<file path="config.mk">
export PLATFORM = sky130hd
export DESIGN_NAME = svm_seq
export DESIGN_NICKNAME = d
export VERILOG_FILES = /design/src/rtl/svm_pkg.sv /design/src/rtl/svm_tick_timer.sv /design/src/rtl/svm_hit_filter.sv /design/src/rtl/svm_seq.sv
export SDC_FILE = /design/constraint.sdc
export NUM_CORES = 1
export LEC_CHECK = 0
export ABC_CLOCK_PERIOD_IN_PS = 2370
export BUFFER_PORTS_ARGS = -buffer_cell sky130_fd_sc_hd__buf_2
export CORE_ASPECT_RATIO = 1.5
export CORE_MARGIN = 1
export CORE_UTILIZATION = 30
export DETAILED_ROUTE_END_ITERATION = 16
export PLACE_DENSITY = 0.47
export SYNTH_ARGS = -nofsm -noshare
export SYNTH_HDL_FRONTEND = slang
export SYNTH_SLANG_ARGS = --single-unit
</file>
<file path="constraint.sdc">
create_clock -name clk -period 2.37 [get_ports clk]
set_input_delay 0.711 -clock clk [delete_from_list [all_inputs] [get_ports clk]]
set_output_delay 0.711 -clock clk [all_outputs]
set_load 0.005 [all_outputs]
</file>
<file path="src/rtl/svm_pkg.sv">
package svm_pkg;

    typedef enum logic [2:0] {
        ST_IDLE,
        ST_MASK,
        ST_CONT,
        ST_WAIT,
        ST_STROBE
    } svm_state_e;

    // Interval in clock cycles for an intermittent mode; 0 for continuous.
    function automatic int unsigned svm_interval(input logic [1:0] m,
                                                 input int unsigned base_log2);
        int unsigned step;
        if (m == 2'd0) return 0;
        step = {30'd0, m} - 32'd1;
        return 32'd1 << (base_log2 + 2 * step);
    endfunction

    // Number of consecutive hits needed for an event.
    function automatic logic [3:0] svm_need(input logic [1:0] sel);
        return 4'd1 << sel;
    endfunction

endpackage

</file>
<file path="src/rtl/svm_tick_timer.sv">
module svm_tick_timer #(
    parameter int TW = 13
) (
    input  logic          clk,
    input  logic          rst_n,
    input  logic          run,
    input  logic [TW-1:0] limit,
    output logic          tick
);
    logic [TW-1:0] cnt_q, cnt_d;

    assign tick = run && (cnt_q == limit - TW'(1));

    always_comb begin
        if (!run || tick) cnt_d = '0;
        else              cnt_d = cnt_q + TW'(1);
    end

    always_ff @(posedge clk or negedge rst_n) begin
        if (!rst_n) cnt_q <= '0;
        else        cnt_q <= cnt_d;
    end
endmodule

</file>
<file path="src/rtl/svm_hit_filter.sv">
module svm_hit_filter #(
    parameter int HW = 4
) (
    input  logic          clk,
    input  logic          rst_n,
    input  logic          clr,
    input  logic          sample,
    input  logic          hit,
    input  logic [HW-1:0] need,
    output logic          fire
);
    logic [HW-1:0] hits_q, hits_d;

    assign fire = sample && hit && ((hits_q + HW'(1)) == need);

    always_comb begin
        hits_d = hits_q;
        if (clr)
            hits_d = '0;
        else if (sample)
            hits_d = (hit && !fire) ? hits_q + HW'(1) : '0;
    end

    always_ff @(posedge clk or negedge rst_n) begin
        if (!rst_n) hits_q <= '0;
        else        hits_q <= hits_d;
    end
endmodule

</file>
<file path="src/rtl/svm_seq.sv">
module svm_seq
    import svm_pkg::*;
#(
    parameter int          MASK_CYC   = 64,
    parameter int          STROBE_CYC = 4,
    parameter int          IV_LOG2    = 8,
    parameter int          HIT_W      = 4,
    parameter logic [3:0]  RESET_KEY  = 4'hA
) (
    input  logic       clk,
    input  logic       rst_n,
    input  logic       en,
    input  logic [1:0] mode,
    input  logic       dir,
    input  logic [1:0] cnt_sel,
    input  logic [3:0] action,
    input  logic       cmp_out,
    input  logic       flag_clr,
    output logic       cmp_pwr,
    output logic       det_status,
    output logic       irq_flag,
    output logic       rst_req
);
    localparam int PH_MAX = (MASK_CYC > STROBE_CYC) ? MASK_CYC : STROBE_CYC;
    localparam int PH_W   = $clog2(PH_MAX);
    localparam int TW     = IV_LOG2 + 5;

    typedef struct packed {
        svm_state_e      st;
        logic [PH_W-1:0] ph;
        logic [1:0]      mode;
        logic            det;
        logic            irq;
        logic            rst;
    } regs_t;

    regs_t r_q, r_d;

    logic          hit;
    logic          use_reset;
    logic          ev;
    logic          sample;
    logic          fire;
    logic          tick;
    logic [TW-1:0] interval;

    assign hit       = (cmp_out == dir);
    assign use_reset = (action == RESET_KEY) && !dir;
    assign interval  = TW'(svm_interval(r_q.mode, IV_LOG2));

    svm_tick_timer #(.TW(TW)) u_timer (
        .clk   (clk),
        .rst_n (rst_n),
        .run   (r_q.st == ST_WAIT),
        .limit (interval),
        .tick  (tick)
    );

    svm_hit_filter #(.HW(HIT_W)) u_filter (
        .clk    (clk),
        .rst_n  (rst_n),
        .clr    (!(r_q.st == ST_WAIT || r_q.st == ST_STROBE)),
        .sample (sample),
        .hit    (hit),
        .need   (HIT_W'(svm_need(cnt_sel))),
        .fire   (fire)
    );

    always_comb begin
        r_d     = r_q;
        r_d.rst = 1'b0;
        ev      = 1'b0;
        sample  = 1'b0;
        if (!en) begin
            r_d.st  = ST_IDLE;
            r_d.ph  = '0;
            r_d.det = 1'b0;
        end else begin
            unique case (r_q.st)
                ST_IDLE: begin
                    r_d.st   = ST_MASK;
                    r_d.ph   = '0;
                    r_d.mode = mode;
                end
                ST_MASK: begin
                    if (r_q.ph == PH_W'(MASK_CYC - 1)) begin
                        r_d.ph = '0;
                        r_d.st = (r_q.mode == 2'd0) ? ST_CONT : ST_WAIT;
                    end else begin
                        r_d.ph = r_q.ph + PH_W'(1);
                    end
                end
                ST_CONT: begin
                    r_d.det = hit;
                    ev      = hit && !r_q.det;
                end
                ST_WAIT: begin
                    if (tick) begin
                        r_d.st = ST_STROBE;
                        r_d.ph = '0;
                    end
                end
                ST_STROBE: begin
                    if (r_q.ph == PH_W'(STROBE_CYC - 1)) begin
                        r_d.det = hit;
                        sample  = 1'b1;
                        ev      = fire;
                        r_d.st  = ST_WAIT;
                        r_d.ph  = '0;
                    end else begin
                        r_d.ph = r_q.ph + PH_W'(1);
                    end
                end
                default: r_d.st = ST_IDLE;
            endcase
        end

        if (ev && use_reset)       r_d.rst = 1'b1;
        else if (ev)               r_d.irq = 1'b1;
        else if (flag_clr)         r_d.irq = 1'b0;
        if (ev && use_reset && flag_clr) r_d.irq = 1'b0;
    end

    always_ff @(posedge clk or negedge rst_n) begin
        if (!rst_n) begin
            r_q.st   <= ST_IDLE;
            r_q.ph   <= '0;
            r_q.mode <= 2'd0;
            r_q.det  <= 1'b0;
            r_q.irq  <= 1'b0;
            r_q.rst  <= 1'b0;
        end else begin
            r_q <= r_d;
        end
    end

    assign cmp_pwr    = (r_q.st == ST_MASK) || (r_q.st == ST_CONT) || (r_q.st == ST_STROBE);
    assign det_status = r_q.det;
    assign irq_flag   = r_q.irq;
    assign rst_req    = r_q.rst;

endmodule

</file>
* After elaboration in Yosys (flattened, before gate mapping)
Cells that the tools add are included.
** Storage, ports and cells
- Flip-flop bits (word level) :: 31
- Output and inout bits :: 4
** Operators by class
- Eq/ne operators :: 18
- Reductions and logical operators :: 24
- $add $sub $neg :: 6
- Multiplexer cells :: 29
- Shift operators :: 2
** Operators with widths (count)
- 1-bit by 32-bit << shifter with 13-bit output, first input constant :: 1
- 13-bit two-way mux :: 2
- 6-bit case mux with 4 select lines :: 1
- 9-bit two-way mux :: 2
- 3-bit case mux with 5 select lines :: 1
- 1-bit two-way mux :: 14
- 13-bit by 1-bit adder with 13-bit output, second input constant :: 1
- 13-bit equality test :: 1
- 13-bit by 1-bit subtractor with 13-bit output, second input constant :: 1
- 4-bit two-way mux :: 3
- 6-bit two-way mux :: 2
- 1-bit logical AND :: 8
- 2-bit AND reduction :: 4
- 5-bit by 4-bit adder with 6-bit output, first input constant :: 1
- 6-bit by 1-bit adder with 6-bit output, second input constant :: 1
- 3-bit by 2-bit equality test with 1-bit output, second input constant :: 2
- 6-bit by 2-bit equality test with 1-bit output, second input constant :: 1
- 6-bit equality test, second input constant :: 1
- 3-bit two-way mux :: 2
- 3-bit != test, second input constant :: 2
- 5-bit by 1-bit != test with 1-bit output, second input constant :: 1
- 4-bit by 1-bit adder with 4-bit output, second input constant :: 1
- 4-bit equality test :: 1
- 4-bit equality test, second input constant :: 1
- 16 further kinds :: 24

* Logic depth before layout (Yosys ltp)
- Word-level depth :: 13
- Gate-level depth with buffers :: 7

* By module
From an unflattened synthesis, not the netlist that was laid out.
** Unflattened totals
- Cell total of the unflattened synthesis :: 255
- Area total of the unflattened synthesis :: 2328.5 um2
** Modules (own cells, without submodules)
- svm_tick_timer :: area an instance 1098.6 um2, times used 1, seq. area each 325.3 um2, cells an instance 120
- svm_seq :: area an instance 933.4 um2, times used 1, seq. area each 350.3 um2, cells an instance 107
- svm_hit_filter :: area an instance 296.5 um2, times used 1, seq. area each 100.1 um2, cells an instance 28

* Least setup slack after synthesis
OpenSTA, ideal clock, no wires.
- Kind :: reg2reg
- From :: register r_q[3] (netlist name)
- To :: register r_q[9] (netlist name)
- Data required time :: 2.244 ns
- Setup time :: 0.126 ns
- Setup slack :: 0.298 ns
- Stages on the path, launching flop included :: 8
- Arrival time :: 1.946 ns
- Path through :: dfrtp_1 -> inv_1 -> ha_1 -> or3b_2 -> a22oi_1 -> nand4_1 -> and3_1 -> a221o_1
** Between the ends
- Word-level cells in the longest chain between the ends :: 9
- Elaborated cells between the ends (all ways) :: 11
- Classes of those cells :: add/sub (3); eq/ne (2); shift (1); mux (2); reduce/logical (3)
** RTL lines
- from (decl) :: RTL line svm_seq.sv:37 : regs_t r_q, r_d;
- from (signal assigned) :: RTL line svm_seq.sv:133 : r_q <= r_d;
- 2-bit by 1-bit subtractor with 3-bit output :: RTL line svm_pkg.sv:16 : step = {30'd0, m} - 32'd1;
- 5-bit by 4-bit adder with 6-bit output :: RTL line svm_pkg.sv:17 : return 32'd1 << (base_log2 + 2 * step);
- 1-bit by 32-bit << shifter with 13-bit output :: RTL line svm_pkg.sv:17
- 13-bit two-way mux (*) :: RTL line svm_pkg.sv:16
- 13-bit by 1-bit subtractor with 13-bit output (*) :: RTL line svm_tick_timer.sv:12 : assign tick = run && (cnt_q == limit - TW'(1));
- 13-bit equality test (*) :: RTL line svm_tick_timer.sv:12
- 1-bit logical AND (*) :: RTL line svm_tick_timer.sv:12
- 3-bit != test (no source line) (*)
- 2-bit AND reduction (no source line) (*)
Mark *: on every way between the ends. The rest lies on a longest branch, timed or not.
A chain may end at the register's enable or synchronous reset.

* Final worst setup path
- From :: register r_q[3] (netlist name)
- To :: register r_q[10] (netlist name)
Same word-level chain as after synthesis.

==> metrics <==
CTS Hold Bufs 0; Die Width 68.01 um; top cells by area, synth dfrtp_1, xor2_1, ha_1; area leader, netlist dfrtp_1; Worst Path Arrival 2.36 ns; pwr dens 739.4 nW/um2; final worst slack 0.1832 ns; Worst R2R Start r_q[3]$_DFFE_PN0P_; Worst setup SP type flop; Max Cap Viol 0; P_leak 0.001046 uW; Std-Cell Core Area 6218 um2; Post-Syn Area 1961 um2; share of cells above drive strength 1 17.43%; Cell variety after synth 48; Sink Count 31; ant diodes 0; Total Die Area 6869 um2; vias in the first global route 1666; Placed Cells 307; Root Driver clkbuf_8; Starting Density 31.53%; Worst Skew 0.004499 ns; Post-synth top cells dfrtp_1, nor2_1, nand2_1, xor2_1, nand3_1; Max Fclk 457.3 MHz; DRC Markers 0; Post-synth EDFFs 0; Non-Filler Instances 315; Layout area overhead 15.25%; I/O Pins 18; WS Path Type reg -> reg; Hold/Removal Path Class in -> async; Clk Latency, worst-skew pair 0.28 ns; hpwl dp 3.343 mm; Overall Power 1671 uW; CP endpoint kind flop; clock slew seen by the registers of the worst setup and hold paths 0.07 ns; Max clock buf depth 2; Yosys reg bits 31; CTS tree done; Least-Margin Pin Slew 0.7309 ns; DRT iter0 DRCs 28; top_reg_cell synth dfrtp_1; post-layout min period 2.187 ns; Hold Slack 0.4871 ns; multi-input logic area 1139 um2; Die Y 101.0 um; Worst R2R Setup Slack 0.18 ns; Setup crit end r_q[10]$_DFFE_PN0P_; Syn. warnings 0; I/O Buffers 17; overall routing resource usage 15.10%; Final Hold Viols 0; critical path required time 2.54 ns; largest net degree at the start of global routing 32; GP Congestion 0.7319; Avg WL per Cell 14.12 um; DRT antenna net count 0; final wirelength 4.449 mm; antenna violations before repair 0; Pre-antenna DRT Iters 4; r2r endpoint r_q[10]$_DFFE_PN0P_; Via density 5.146; CP startpoint r_q[3]$_DFFE_PN0P_; FF/Latch Area 775.7 um2; Post-synth ARST share 100.0%; site row count 35; Seq/Total Area, Yosys 39.57%; FF-to-FF path depth 7; status finished clean; RSZ-0062 raised after global routing false; # fillers 666; post-synthesis average cell area 9.077 um2; fin nets 261; final setup fails 0; remaining global-route overflow 0; H-tree depth 2; TritonCTS Buffers 5; Final Max Tran Viols 0; Max IR drop VDD 0.3109 mV; count leader, synth dfrtp_1; Synth top area share 39.57%; pre-CTS setup slack 0.09514 ns; slew margin rel. 51.27%; Mapped Cells 216; global-route wire length before repair 7.721 mm; via count 1621; Fin Setup TNS 0 ns; period utilization 92.27%; Crit Path Max Fanout 4
area by class of cell:
class | count | share of cell area [%]
sequential | 31 | 34.33
clock buffer | 8 | 4.430
multi-input combinational | 172 | 50.39
inverter | 8 | 1.329
tap | 74 | 4.097
timing repair buffer | 22 | 5.426
logic make-up (layout without fill, tap and decap cells):
kind of cell / after synthesis / count (layout) / synth area share, %
DFF: 31 / 31 / 39.57
adders and majority gates: 7 / 7 / 4.467
muxes: 5 / 5 / 2.617
xor gates and xnor gates: 19 / 19 / 8.488
and+or+nand+nor: 104 / 104 / 29.42
AOI/OAI and AO/OA: 35 / 35 / 12.44
buffers and inverters: 14 / 38 / 2.808
other: 1 / 2 / 0.1913
power by group:
part	total (uW)	switching (uW)	internal, uW	leakage [uW]
clock network	461	196	265	0.0000515
registers	665	84.3	581	0.000427
logic	545	295	250	0.000568
registers in the layout, summed over array words and instances (netlist names):
| signal | cells |
|---|---|
| u_timer.cnt_q | 13 |
| irq_flag | 1 |
| u_filter.hits_q | 4 |
| rst_req | 1 |
| det_status | 1 |
| r_q | 11 |
stage by stage:
| stage | area, um2 | util, % |
|---|---|---|
| 5_1_grt | 2260 | 36.34 |
| 2_1_floorplan | 1964 | - |
| 4_1_cts | 2255 | 36.26 |
| 3_5_place_dp | 2155 | 34.65 |
| 3_3_place_gp | 2155 | 34.65 |
| 6_report | 2260 | 36.34 |
layout by cell type, fill, tap and decap left out, types with 5 or more instances in the layout:
cell type	instances
nor2b_1	6
o21ai_0	7
dfrtp_1	31
nand4_1	5
nand2b_1	6
nand3_1	10
xnor2_1	8
inv_1	8
clkbuf_8	7
xor2_1	11
nor3_1	5
and3_1	9
nor2_1	22
buf_2	17
buf_4	5
nand2_1	20
a21oi_1	5
ha_1	7
worst min-delay path by stage:
stage | from | endpoint | slack, ns | cells after the start
2_1_floorplan | rst_n | det_status$_DFFE_PN0P_ | 0.42 | 0
3_3_place_gp | r_q[6]$_DFFE_PN0P_ | r_q[6]$_DFFE_PN0P_ | 0.51 | 1
3_5_place_dp | r_q[6]$_DFFE_PN0P_ | r_q[6]$_DFFE_PN0P_ | 0.52 | 1
4_1_cts | rst_n | r_q[3]$_DFFE_PN0P_ | 0.51 | 1
5_1_grt | rst_n | r_q[3]$_DFFE_PN0P_ | 0.55 | 1
6_report | rst_n | r_q[3]$_DFFE_PN0P_ | 0.49 | 1
critical path: stages, from the launching register on:
cell and delay, ns:
dfrtp_1 0.38, inv_1 0.07, ha_1 0.29, or3b_2 0.45
a22oi_2 0.22, nand4_1 0.12, and3_1 0.25, a211o_1 0.30
metal layers:
metal	track usage (%)	wire length [um]	part of all wire, %
met1	16.71	1863	42
met2	27.15	2430	55
met3	2.715	71	1.6
met4	6.250	83	1.9
met5	0	0	0
repair_timing:
item,CTS,global route
buffers inserted,0,0
endpoints found under the setup margin,0,4
resized for setup,0,1
Power figures use the tool's default switching activity.
